`src/rtl/w1m_pkg.sv`:
```
package w1m_pkg;

  localparam int W1M_BITS = 8;

  localparam logic [3:0] ADDR_CMD = 4'h0;
  localparam logic [3:0] ADDR_BUF = 4'h4;
  localparam logic [3:0] ADDR_IEN = 4'hC;

  // writable bits of the enable register (bits 6 and 1 reserved)
  localparam logic [7:0] IEN_MASK = 8'hBD;
  // enable bits that gate interrupt sources (drive-enable excluded)
  localparam logic [7:0] IRQ_SRC_MASK = 8'h3D;

  typedef enum logic [1:0] {
    M_IDLE = 2'd0,
    M_RST  = 2'd1,
    M_BIT  = 2'd2
  } mode_t;

  // place the status flags on the same bit positions as their enables
  function automatic logic [7:0] flag_vec(input logic pd, input logic tbe,
                                          input logic tsre, input logic rbf,
                                          input logic rsrf);
    return {2'b00, rsrf, rbf, tsre, tbe, 1'b0, pd};
  endfunction

  function automatic logic irq_any(input logic [7:0] flags, input logic [7:0] en);
    return |(flags & en & IRQ_SRC_MASK);
  endfunction

endpackage

```
`src/rtl/w1m_prescale.sv`:
```
module w1m_prescale #(
  parameter int DIV = 50
) (
  input  logic clk,
  input  logic rst_n,
  input  logic clr,
  input  logic en,
  output logic tick
);
  localparam int PW = (DIV > 1) ? $clog2(DIV) : 1;

  logic [PW-1:0] cnt;

  assign tick = en && (cnt == PW'(DIV - 1));

  always_ff @(posedge clk or negedge rst_n) begin
    if (!rst_n)       cnt <= '0;
    else if (clr)     cnt <= '0;
    else if (en)      cnt <= tick ? '0 : cnt + 1'b1;
  end
endmodule

```
`src/rtl/w1m_slot_engine.sv`:
```
module w1m_slot_engine
  import w1m_pkg::*;
#(
  parameter int RST_LOW_US   = 480,
  parameter int PRES_SMP_US  = 70,
  parameter int RST_REC_US   = 480,
  parameter int SLOT_US      = 65,
  parameter int W1_LOW_US    = 6,
  parameter int W0_LOW_US    = 60,
  parameter int RD_SMP_US    = 15
) (
  input  logic clk,
  input  logic rst_n,
  input  logic tick,
  input  logic start_rst,
  input  logic start_bit,
  input  logic bit_val,
  input  logic line_s,
  output logic busy,
  output logic pull,
  output logic done,
  output logic sample
);
  localparam int CW = $clog2(RST_LOW_US + RST_REC_US + SLOT_US + 1);

  function automatic int low_us(input mode_t m, input logic b);
    if (m == M_RST) return RST_LOW_US;
    if (m == M_BIT) return b ? W1_LOW_US : W0_LOW_US;
    return 0;
  endfunction

  function automatic int samp_us(input mode_t m);
    return (m == M_RST) ? RST_LOW_US + PRES_SMP_US - 1 : RD_SMP_US - 1;
  endfunction

  function automatic int last_us(input mode_t m);
    return (m == M_RST) ? RST_LOW_US + RST_REC_US - 1 : SLOT_US - 1;
  endfunction

  mode_t         mode;
  logic [CW-1:0] cnt;
  logic          bv;
  logic          smp;
  logic          done_q;

  assign busy   = (mode != M_IDLE);
  assign pull   = busy && (cnt < CW'(low_us(mode, bv)));
  assign done   = done_q;
  assign sample = smp;

  always_ff @(posedge clk or negedge rst_n) begin
    if (!rst_n) begin
      mode   <= M_IDLE;
      cnt    <= '0;
      bv     <= 1'b0;
      smp    <= 1'b1;
      done_q <= 1'b0;
    end else begin
      done_q <= 1'b0;
      if (mode == M_IDLE) begin
        if (start_rst) begin
          mode <= M_RST;
          cnt  <= '0;
        end else if (start_bit) begin
          mode <= M_BIT;
          bv   <= bit_val;
          cnt  <= '0;
        end
      end else if (tick) begin
        if (cnt == CW'(samp_us(mode))) smp <= line_s;
        if (cnt == CW'(last_us(mode))) begin
          mode   <= M_IDLE;
          done_q <= 1'b1;
        end else begin
          cnt <= cnt + 1'b1;
        end
      end
    end
  end

  // a new slot is only requested while the engine is idle
  assert_start_idle_R5: assert property (@(posedge clk) disable iff (!rst_n)
    (start_rst || start_bit) |-> !busy);
  assert_one_start_R5: assert property (@(posedge clk) disable iff (!rst_n)
    !(start_rst && start_bit));
endmodule

```
`src/rtl/w1m_xfer.sv`:
```
module w1m_xfer
  import w1m_pkg::*;
(
  input  logic       clk,
  input  logic       rst_n,
  input  logic       wr_tx,
  input  logic [7:0] wdata,
  input  logic       rd_rx,
  input  logic       rst_pend,
  input  logic       hold,
  input  logic       eng_busy,
  input  logic       eng_done,
  input  logic       eng_sample,
  output logic       start_rst,
  output logic       start_bit,
  output logic       bit_val,
  output logic       rst_done,
  output logic       present,
  output logic [7:0] rx_data,
  output logic       tbe,
  output logic       tsre,
  output logic       rbf,
  output logic       rsrf
);
  localparam int IW = $clog2(W1M_BITS);

  logic [W1M_BITS-1:0] tbuf, tsr, rsr, rbuf;
  logic                tbe_q, tsre_q, rbf_q, rsrf_q;
  logic                byte_act, rst_act;
  logic [IW-1:0]       idx;
  logic                idle, load, bit_done, last_bit;

  assign idle      = !byte_act && !rst_act;
  assign start_rst = !hold && rst_pend && idle;
  assign load      = !hold && !rst_pend && idle && !tbe_q && !rsrf_q;
  assign start_bit = byte_act && !hold && !eng_busy && !eng_done;
  assign bit_val   = tsr[0];
  assign rst_done  = rst_act && eng_done;
  assign present   = !eng_sample;
  assign bit_done  = byte_act && eng_done;
  assign last_bit  = (idx == IW'(W1M_BITS - 1));

  assign rx_data = rbuf;
  assign tbe     = tbe_q;
  assign tsre    = tsre_q;
  assign rbf     = rbf_q;
  assign rsrf    = rsrf_q;

  always_ff @(posedge clk or negedge rst_n) begin
    if (!rst_n) begin
      tbuf     <= '0;
      tsr      <= '0;
      rsr      <= '0;
      rbuf     <= '0;
      tbe_q    <= 1'b1;
      tsre_q   <= 1'b1;
      rbf_q    <= 1'b0;
      rsrf_q   <= 1'b0;
      byte_act <= 1'b0;
      rst_act  <= 1'b0;
      idx      <= '0;
    end else begin
      if (start_rst) rst_act <= 1'b1;
      if (rst_done)  rst_act <= 1'b0;

      if (load) begin
        tsr      <= tbuf;
        tbe_q    <= 1'b1;
        tsre_q   <= 1'b0;
        byte_act <= 1'b1;
        idx      <= '0;
      end
      if (wr_tx) begin
        tbuf  <= wdata;
        tbe_q <= 1'b0;
      end

      if (bit_done) begin
        tsr <= tsr >> 1;
        rsr <= {eng_sample, rsr[W1M_BITS-1:1]};
        idx <= idx + 1'b1;
        if (last_bit) begin
          byte_act <= 1'b0;
          tsre_q   <= 1'b1;
          rsrf_q   <= 1'b1;
        end
      end

      if (rsrf_q && !rbf_q) begin
        rbuf   <= rsr;
        rbf_q  <= 1'b1;
        rsrf_q <= 1'b0;
      end else if (rd_rx) begin
        rbf_q <= 1'b0;
      end
    end
  end

  assert_tbe_clear_R8: assert property (@(posedge clk) disable iff (!rst_n)
    wr_tx |=> !tbe_q);
  assert_rx_move_R9: assert property (@(posedge clk) disable iff (!rst_n)
    (rsrf_q && !rbf_q) |=> (rbf_q && !rsrf_q));
endmodule

```
`src/rtl/w1m_master.sv`:
```
module w1m_master
  import w1m_pkg::*;
#(
  parameter int CLK_DIV     = 50,
  parameter int AW          = 4,
  parameter int SYNC_STAGES = 2,
  parameter int RST_LOW_US  = 480,
  parameter int PRES_SMP_US = 70,
  parameter int RST_REC_US  = 480,
  parameter int SLOT_US     = 65,
  parameter int W1_LOW_US   = 6,
  parameter int W0_LOW_US   = 60,
  parameter int RD_SMP_US   = 15
) (
  input  logic          clk,
  input  logic          rst_n,
  input  logic          host_wr,
  input  logic          host_rd,
  input  logic [AW-1:0] host_addr,
  input  logic [7:0]    host_wdata,
  output logic [7:0]    host_rdata,
  output logic          irq,
  input  logic          line_in,
  output logic          line_pull
);
  // line synchroniser
  logic [SYNC_STAGES-1:0] sync_q;
  logic                   line_s;

  genvar g;
  generate
    for (g = 0; g < SYNC_STAGES; g++) begin : g_sync
      always_ff @(posedge clk or negedge rst_n) begin
        if (!rst_n)      sync_q[g] <= 1'b1;
        else if (g == 0) sync_q[g] <= line_in;
        else             sync_q[g] <= sync_q[(g == 0) ? 0 : g - 1];
      end
    end
  endgenerate
  assign line_s = sync_q[SYNC_STAGES-1];

  // host decode
  logic cmd_wr, buf_wr, ien_wr, buf_rd;
  assign cmd_wr = host_wr && (host_addr == AW'(ADDR_CMD));
  assign buf_wr = host_wr && (host_addr == AW'(ADDR_BUF));
  assign ien_wr = host_wr && (host_addr == AW'(ADDR_IEN));
  assign buf_rd = host_rd && (host_addr == AW'(ADDR_BUF));

  // registers
  logic       rst_pend, sra, dq_drv, pd;
  logic [7:0] ien_q;
  logic       hold;

  // named internal events
  logic tick, eng_busy, eng_pull, eng_done, eng_sample;
  logic start_rst, start_bit, bit_val, rst_done, present;
  logic [7:0] rx_data;
  logic tbe, tsre, rbf, rsrf;

  assign hold = dq_drv && ien_q[7];

  always_ff @(posedge clk or negedge rst_n) begin
    if (!rst_n) begin
      rst_pend <= 1'b0;
      sra      <= 1'b0;
      dq_drv   <= 1'b0;
      pd       <= 1'b0;
      ien_q    <= '0;
    end else begin
      if (cmd_wr) begin
        dq_drv <= host_wdata[2];
        sra    <= host_wdata[0] ? 1'b0 : host_wdata[1];
      end
      if (cmd_wr && host_wdata[0]) rst_pend <= 1'b1;
      else if (rst_done)           rst_pend <= 1'b0;

      if (rst_done)    pd <= present;
      else if (cmd_wr) pd <= 1'b0;

      if (ien_wr) ien_q <= host_wdata & IEN_MASK;
    end
  end

  w1m_prescale #(.DIV(CLK_DIV)) i_prescale (
    .clk   (clk),
    .rst_n (rst_n),
    .clr   (start_rst || start_bit),
    .en    (!hold),
    .tick  (tick)
  );

  w1m_slot_engine #(
    .RST_LOW_US  (RST_LOW_US),
    .PRES_SMP_US (PRES_SMP_US),
    .RST_REC_US  (RST_REC_US),
    .SLOT_US     (SLOT_US),
    .W1_LOW_US   (W1_LOW_US),
    .W0_LOW_US   (W0_LOW_US),
    .RD_SMP_US   (RD_SMP_US)
  ) i_engine (
    .clk       (clk),
    .rst_n     (rst_n),
    .tick      (tick),
    .start_rst (start_rst),
    .start_bit (start_bit),
    .bit_val   (bit_val),
    .line_s    (line_s),
    .busy      (eng_busy),
    .pull      (eng_pull),
    .done      (eng_done),
    .sample    (eng_sample)
  );

  w1m_xfer i_xfer (
    .clk        (clk),
    .rst_n      (rst_n),
    .wr_tx      (buf_wr),
    .wdata      (host_wdata),
    .rd_rx      (buf_rd),
    .rst_pend   (rst_pend),
    .hold       (hold),
    .eng_busy   (eng_busy),
    .eng_done   (eng_done),
    .eng_sample (eng_sample),
    .start_rst  (start_rst),
    .start_bit  (start_bit),
    .bit_val    (bit_val),
    .rst_done   (rst_done),
    .present    (present),
    .rx_data    (rx_data),
    .tbe        (tbe),
    .tsre       (tsre),
    .rbf        (rbf),
    .rsrf       (rsrf)
  );

  assign line_pull = hold || eng_pull;
  assign irq       = irq_any(flag_vec(pd, tbe, tsre, rbf, rsrf), ien_q);

  always_comb begin
    host_rdata = 8'h00;
    if (host_addr == AW'(ADDR_CMD))      host_rdata = {4'b0000, line_s, dq_drv, sra, rst_pend};
    else if (host_addr == AW'(ADDR_BUF)) host_rdata = rx_data;
    else if (host_addr == AW'(ADDR_IEN)) host_rdata = ien_q;
  end

  assert_rst_cmd_R3: assert property (@(posedge clk) disable iff (!rst_n)
    (cmd_wr && host_wdata[0]) |=> (rst_pend && !sra));
  assert_hold_freeze_R6: assert property (@(posedge clk) disable iff (!rst_n)
    hold |-> (!tick && !start_rst && !start_bit));
  assert_pd_needs_reset_R4: assert property (@(posedge clk) disable iff (!rst_n)
    $rose(pd) |-> $past(rst_done));
endmodule

```
`config.mk`:
```
export PLATFORM = sky130hd
export DESIGN_NAME = w1m_master
export DESIGN_NICKNAME = d
export VERILOG_FILES = /design/src/rtl/w1m_pkg.sv /design/src/rtl/w1m_prescale.sv /design/src/rtl/w1m_slot_engine.sv /design/src/rtl/w1m_xfer.sv /design/src/rtl/w1m_master.sv
export SDC_FILE = /design/constraint.sdc
export NUM_CORES = 1
export LEC_CHECK = 0
export ABC_AREA = 1
export BUFFER_PORTS_ARGS = -buffer_cell sky130_fd_sc_hd__buf_2
export CORE_ASPECT_RATIO = 0.9
export CORE_MARGIN = 2
export CORE_UTILIZATION = 55
export DETAILED_ROUTE_END_ITERATION = 8
export PLACE_DENSITY = 0.74
export SKIP_CTS_REPAIR_TIMING = 1
export SLEW_MARGIN = 40
export SYNTH_ARGS = -nofsm -noshare
export SYNTH_HDL_FRONTEND = slang
export SYNTH_SLANG_ARGS = --single-unit
```
`constraint.sdc`:
```
create_clock -name clk -period 3.7 [get_ports clk]
set_clock_uncertainty 0.15 [all_clocks]
set_input_delay 0.185 -clock clk [delete_from_list [all_inputs] [get_ports clk]]
set_output_delay 0.185 -clock clk [all_outputs]
set_load 0.01 [all_outputs]
```
Yosys cells after proc, flatten, opt, wreduce, memory -nomap -nowiden

Index checks and enable logic that the tools add are counted.

Add/sub/neg operators: 3
$mul: 0
Div/mod/pow operators: 0
Order comparisons: 1
Equality and inequality tests: 11
Shift-type cells: 0
Multiplexer cells: 53
Bitwise operators: 3
Reductions and logical operators: 52

Operators with widths:

| kind                  | number |
|---|---|
| $mux 11               | 7 |
| $mux 8                | 5 |
| $mux 1                | 26 |
| $mux 6                | 4 |
| $eq 11x11->1          | 2 |
| $reduce_bool 2->1     | 11 |
| $logic_and 1x1->1     | 21 |
| $mux 10               | 2 |
| $mux 9                | 2 |
| $reduce_and 3->1      | 4 |
| $add 11x1->11 const B | 1 |
| $lt 11x11->1          | 1 |
| $logic_not 1->1       | 10 |
| $mux 2                | 5 |
| $add 6x1->6 const B   | 1 |
| $and 6x6->6           | 1 |
| $eq 6x6->1 const B    | 1 |
| $mux 3                | 2 |
| $reduce_or 5->1       | 1 |
| $eq 4x3->1 const B    | 1 |
| $eq 4x4->1 const B    | 1 |
| $logic_not 4->1       | 1 |
| $ne 2x1->1 const B    | 2 |
| $add 3x1->3 const B   | 1 |
| 8 further kinds       | 10 |

Bits in registers: 75
Bits in latches: 0
RAM bits: 0
Bits in read-only memories: 0
Memories: 0

Depth between registers and ports, before layout

Gate-level depths: netlist of the first run.

Depth in word-level cells: 9
Gate-level depth with buffers: 14
Gate-level depth less buffers: 13

Hierarchy

Synthesis of the first run repeated with hierarchy kept, for this count alone.

Cell total of the unflattened synthesis: 531
Area total of the unflattened synthesis: 4215.3 um^2

By module, submodules not included:

| module          | times used | cells an instance | area each (um^2) |
|---|---|---|---|
| w1m_xfer        | 1          | 188               | 1785.5 |
| w1m_slot_engine | 1          | 187               | 1288.7 |
| w1m_master      | 1          | 103               | 752.0 |
| w1m_prescale    | 1          | 53                | 389.1 |

Worst setup path before layout of the first run

OpenSTA, ideal clock, no wires.

Path kind: register -> output
From: register i_engine.mode[0]
To: output line_pull
Data arrival time: 1.668 ns
Required time: 3.365 ns
Setup slack: 1.697 ns
Stages on the path, launching flop included: 12
Buffers on the path: 0
Path through: dfrtp_1 inv_1 nand2_1 or2_2 nand2_1 inv_1 ha_1 nand2_1 o21ai_0 a21oi_1 nand3_1 nand2_1

Cells in the longest elaborated chain, start to end: 8
Elaborated cells on any way between the ends: 13

RTL lines:

| what                                            | RTL line                                     | source |
|---|---|---|
| from (decl)                                     | w1m_slot_engine.sv:40                        | `mode_t mode;` |
| from (signal assigned)                          | w1m_slot_engine.sv:53                        | `mode <= M_IDLE;` |
| from (signal assigned)                          | w1m_slot_engine.sv:62                        | `mode <= M_RST;` |
| from (signal assigned)                          | w1m_slot_engine.sv:65                        | `mode <= M_BIT;` |
| $eq 2x2->1 / $eq 2x1->1 (equally long branches) | w1m_slot_engine.sv:28, w1m_slot_engine.sv:27 |  |
| $mux 1 / $mux 9 (equally long branches)         | w1m_slot_engine.sv:28, w1m_slot_engine.sv:27 |  |
| $mux 1 / $mux 9 (equally long branches)         | w1m_slot_engine.sv:28                        | `if (m == M_BIT) return b ? W1_LOW_US : W0_LOW_US;` |
| $mux 11                                         | w1m_slot_engine.sv:29                        | `return 0;` |
| $mux 11                                         | w1m_slot_engine.sv:28                        |  |
| $lt 11x11->1                                    | w1m_slot_engine.sv:47                        | `assign pull = busy && (cnt < CW'(low_us(mode, bv)));` |
| $logic_and 1x1->1 *                             | w1m_slot_engine.sv:47                        |  |
| $logic_or 1x1->1 *                              | w1m_master.sv:137                            | `assign line_pull = hold \|\| eng_pull;` |
| to (decl)                                       | w1m_master.sv:24                             | `output logic line_pull` |

Every way passes the cells marked *; elsewhere a longest branch is shown, timed or not. The select of a mux whose other input is x is not followed.

Worst setup path after layout of the first run

Ends and elaborated chain as after synthesis.

==> metrics.yaml, run 1 <==
ys_ff_latch: 75
critPathBufInv: 3
final-hold-violation-count: 1
wl_per_cell_um: 13.5
yosys_most_used_dff: "dfrtp_1"
grt_pass1_wl_um: 14800
synth_top_area_share_pct: 44.9
wl_um: 8540
cts_tree: "built"
path_max_fanout: 7
postRouteAntennaNets: 0
crit_arrival_ns: 2.32
vdd_drop_max_v: 0.000280
ys_async_sr_fraction_pct: 100
violations: "negative hold slack"
synth_nets: 534
route.detailed.drc: 0
clk_pin_slew_ns: 0.08
drv_cap: 0
h-tree-depth: 3
required_ns: 3.37
syn_to_final_growth_pct: 12.9
synthTopCellsByArea: "dfrtp_1 (45%), nand2_1 (16%), inv_1 (5.9%), o21ai_0 (5.1%), nand3_1 (4.7%)"
worst_hold_slack_ns: -0.00890
hold_class: "in2reg"
grt_max_degree: 76
clk_latency_ns: 0.36
maxSlewHeadroom_pct: 54.6
leakagePower_nw: 2.27
synth.distinct_cells: 32
finalSetupTns_ns: 0
grt_usage_pct: 24.0
critPathMaxStageDelay_ns: 0.49
drt_iter0_markers: 155
cpMostUsedCell: "nand2_1"
cts_buffers: 9
die_x_um: 92.8
crit_cells: 12
vias_per_cell: 5.32
power_density_nw_per_um2: 453
ioPinCount: 27
synth_edf_count: 0
firstDrtPassIters: 5
setup_violations: 0
antenna_cells: 0
rr_worst_depth: 11
synthCells: 505
cts_buffer_depth: 2
drv_slew: 0
yosysMostFrequentCell: "nand2_1"
placementRows: 29
min_period_over_period_pct: 71.8
crit_path_end_kind: "primary output"
holdPathStages: 3
start_util_pct: 56.1
final_cells: 634
cts_root_buf: "clkbuf_8"
place_congestion: 0.844
synth_area_sq_um: 3900
synth_area_leader_cell: "dfrtp_1"
dp_hpwl_um: 5940
synth_area_per_cell_sq_um: 7.73
vias: 3371
chipHeight_um: 83.9
antenna_found_initial: 0
outcome: "finished with violations"
fin_nets: 565
worst_pin_slew_ns: 0.681
critical_path_class: "reg2out"
portBuffers: 26
clock.fmax_mhz: 377
ys_seq_area_share_pct: 48.2
cp_cell_sequence: "inv_1 > nand2_1 > or2_2 > nand2_1 > inv_1 > ha_1 > nand2_1 > o21ai_0 > a21oi_1 > nand3_1 > nand2_1 > buf_2"
drive_gt1_share_pct: 11.3
synth_warnings: 0
dpl.cell_count: 609
dieArea_sq_um: 7790
synth_commonest_cells: "nand2_1 (165), dfrtp_1 (70), inv_1 (61)"
path_delay_family: "simple AND/OR/NAND/NOR gates"
overflow: 0
first_global_vias: 3282
critPathSlowestCell: "dfrtp_1"
crit_path_start_kind: "register"
rsz0062_at_grt: "no"
core-area_sq_um: 6970
clkSinkCount: 75
period_needed_ns: 2.65
final_util_pct: 63.3
[where the power goes]
group	internal [mW]	switching [mW]	leakage [nW]
Combinational	0.101	0.144	1.17
Clock	0.453	0.318	0.120
Sequential	0.906	0.0776	0.978
[logic make-up (layout without fill, tap and decap cells)]
logic type                 after synthesis  after routing  synth area share [%]
adders and majority gates               12             12                  3.84
AOI/OAI and AO/OA                       67             67                  9.45
DFF                                     75             75                  48.2
and+or+nand+nor                        269            269                  29.5
buffers and inverters                   79            115                  8.33
xor gates and xnor gates                 3              3                 0.673
[worst paths after layout]
kind | slack (ns) | to | startpoint
worst min-delay path | -0.009 | i_xfer.tbuf[0] | host_wdata[0]
worst max register to register | 1.46 | i_engine.cnt[9] | i_engine.mode[0]
worst max-delay path | 1.05 | line_pull | i_engine.mode[0]
worst min register to register | 0.22 | line_s | sync_q[0]
max in group asynchronous | 2.67 | ien_q[0] | rst_n
min in group asynchronous | 0.24 | i_engine.cnt[2] | rst_n
[per-layer routing]
layer | wire [um] | share of wire, % | GRT usage [%] | vias up
li1 | - | - | - | 1665
met1 | 3750 | 44 | 30.0 | 1597
met2 | 4210 | 49 | 41.2 | 97
met3 | 485 | 5.7 | 6.14 | 12
met4 | 102 | 1.2 | 6.95 | 0
met5 | 0 | 0 | 0 | -
[through the flow]
step	cell area [sq um]	worst slack, ns	total power [mW]
finish	4410	1.05	2.00
global route	4410	0.840	2.10
detailed placement	4070	1.43	1.23
global placement	4070	1.54	1.22
CTS	4320	1.03	2.01
floorplan	3910	1.70	1.16
[flip-flops by register name, summed over array words and instances, names as in the netlist, 2 cells and up]
register	cells
i_xfer.rsr	8
i_xfer.rx_data	8
i_engine.mode	2
ien_q	6
i_xfer.tsr	8
i_xfer.idx	3
i_engine.cnt	11
i_prescale.cnt	6
i_xfer.tbuf	8
[layout by cell type (no fill, tap or decap), drive strengths merged]
cell type    instances
dlygate4sd3          9
nand4                8
ha                  12
nor2                41
clkinvlp             1
dfrtp               70
a22o                 3
o21ai               44
clkbuf               9
xor2                 3
nand2              172
a221oi               1
buf                 26
a21oi               11
o22ai                1
inv                 65
bufinv               3
or2                  2
nor3                 6
nand3b               1
nand3               37
nor3b                2
dfstp                5
o211ai               7
clkinv               2
[worst reg2reg max path, cell delays in order (launching register included)]
cell and delay (ns):
dfrtp_1 0.53, nand2_4 0.15, ha_1 0.34, nor2_1 0.10, nand2_1 0.06, nor2_1 0.09
nand2_1 0.07, nor2_2 0.11, nand2_2 0.18, nand2_2 0.26, nand2_1 0.08, nand2_1 0.07
[final cells by class]
class	count	area (sq um)
clock buffer	9	124
clock inverter	7	124
fill	636	2560
inverter	64	240
multi-input combinational	351	1700
sequential	75	1880
tap	93	116
timing repair buffer	35	226
(Power assumes the default switching activity.)
==> run 2: changes to the inputs <==
clock period = 2.76 ns   (was 3.7 ns; I/O delays follow)
==> run 2 against run 1 <==
Against the previous run: the run now ends clean; global-route usage shrank 0.29 points; sequential power rose by 34%; final cell count up 0.63%; register-to-register slack worse by 0.89 ns; clock-buffer cell count increased by 3; sequential cell count unchanged.
==> metrics.yaml, run 2 (synthesized netlist as in run 1, its figures left out) <==
outcome: "complete, no violations"
route.detailed.drc: 0  # unchanged
drv_slew: 0  # unchanged
critPathBufInv: 3  # unchanged
drt_iter0_markers: 224  # +45%
crit_path_end_kind: "primary output"
period_needed_ns: 2.57
path_max_fanout: 7  # unchanged
worst_pin_slew_ns: 0.673  # -0.00787 ns
chipHeight_um: 83.9  # unchanged
maxSlewHeadroom_pct: 55.1  # +0.52 points
portBuffers: 26  # unchanged
grt_max_degree: 76  # unchanged
syn_to_final_growth_pct: 13.7
clkSinkCount: 75  # unchanged
final-hold-violation-count: 0  # -1
start_util_pct: 56.1  # unchanged
clk_latency_ns: 0.34  # -0.02 ns
min_period_over_period_pct: 93.1
cts_tree: "built"
power_density_nw_per_um2: 601  # +32%
cts_buffer_depth: 2  # unchanged
grt_pass1_wl_um: 14800  # +0.28%
cts_root_buf: "clkbuf_8"
wl_per_cell_um: 13.5  # +0.16%
overflow: 0  # unchanged
hold_class: "in2reg"
crit_arrival_ns: 2.28  # -0.04 ns
leakagePower_nw: 2.29  # +0.81%
worst_hold_slack_ns: 0.0410  # +0.0499 ns
antenna_found_initial: 0  # unchanged
first_global_vias: 3175  # -3.3%
vias: 3318  # -1.6%
vdd_drop_max_v: 0.000363  # +30%
cp_cell_sequence: "inv_1 > nand2_1 > or2_2 > nand2_1 > inv_1 > ha_1 > nand2_1 > nor2_1 > nand3_1 > nand3_1 > nand2_1 > buf_2"
finalSetupTns_ns: 0  # unchanged
drv_cap: 0  # unchanged
drive_gt1_share_pct: 11.2  # -0.083 points
placementRows: 29  # unchanged
clk_pin_slew_ns: 0.08  # about the same
grt_usage_pct: 23.8  # -0.29 points
largest_reg_flops: 11  # unchanged
clock.fmax_mhz: 389
fin_nets: 569  # +0.71%
dieArea_sq_um: 7790  # unchanged
place_congestion: 0.933  # +11%
die_x_um: 92.8  # unchanged
critPathMaxStageDelay_ns: 0.49  # about the same
wl_um: 8610  # +0.80%
antenna_cells: 0  # unchanged
critPathSlowestCell: "dfrtp_1"
setup_violations: 0  # unchanged
required_ns: 2.47  # -0.90 ns
vias_per_cell: 5.20  # -2.2%
core-area_sq_um: 6970  # unchanged
ioPinCount: 27  # unchanged
h-tree-depth: 3  # unchanged
final_common_cell: "nand2_1"
cts_buffers: 9  # unchanged
top_register: "i_engine.cnt"
postRouteAntennaNets: 0  # unchanged
cpMostUsedCell: "nand2_1"
critical_path_class: "reg2out"
crit_path_start_kind: "register"
rsz0062_at_grt: "no"
firstDrtPassIters: 5  # unchanged
dp_hpwl_um: 5950  # about the same
path_delay_family: "simple AND/OR/NAND/NOR gates"
layout_common_cells: "nand2_1 (165), dfrtp_1 (70), inv_1 (61), o21ai_0 (40), nor2_1 (38)"
==> run 2: cell types whose count changed in the layout (fill, tap and decap cells not counted), sizes merged <==
cell	previous run	this run
dlygate4sd3	9	11
clkinvlp	1	0
inv	65	63
buf	26	28
clkbuf	9	12
==> run 2: cell type report <==
| class | count | area (sq um) |
|---|---|---|
| Fill cell | 615 | 2520 |
| Sequential cell | 75 | 1880 |
| Multi-Input combinational cell | 351 | 1700 |
| Timing Repair Buffer | 39 | 262 |
| Inverter | 64 | 240 |
| Clock buffer | 12 | 145 |
| Tap cell | 93 | 116 |
| Clock inverter | 4 | 98.8 |
==> run 2: tightest hold or removal path: cells and delay by family <==
kind,cells,cell delay (ns)
AO/OA/AOI/OAI,1,0.08
AND/OR/NAND/NOR,1,0.15
buffers and inverters,1,0.13
==> run 2: final timing paths <==
check / from / depth (start not counted) / to / slack [ns]
worst max-delay path: i_engine.mode[0] / 12 / line_pull / 0.19
worst min-delay path: host_wr / 3 / i_xfer.tbuf[3] / 0.04
worst max register to register: i_engine.mode[0] / 11 / i_engine.cnt[3] / 0.57
worst min register to register: sync_q[0] / 0 / line_s / 0.21
max in group asynchronous: rst_n / 2 / i_engine.cnt[4] / 1.75
min in group asynchronous: rst_n / 2 / i_xfer.tsr[0] / 0.22
==> run 2: layer usage <==
metal	global-route usage [%]	vias up	wire [um]
li1	-	1679	-
met1	34.2	1538	4070
met2	37.0	87	4010
met3	2.89	14	385
met4	9.09	0	146
met5	0	-	0
==> run 2: where the power goes <==
part	total, mW	switching [mW]	internal [mW]	leakage [nW]
clock	1.03	0.398	0.628	0.121
combinational	0.325	0.188	0.137	1.19
sequential	1.32	0.102	1.21	0.978
total	2.67	0.688	1.98	2.29
==> run 2: stage by stage <==
step | cell area [sq um] | std cells | util [%] | power, mW | setup slack (ns)
6_report | 4440 | 638 | 63.8 | 2.67 | 0.191
5_1_grt | 4440 | 638 | 63.8 | 2.82 | 0.0613
2_1_floorplan | 3910 | 505 | - | 1.55 | 0.804
3_5_place_dp | 4090 | 611 | 58.7 | 1.66 | 0.586
4_1_cts | 4330 | 627 | 62.2 | 2.68 | 0.200
3_3_place_gp | 4080 | 611 | 58.6 | 1.64 | 0.660
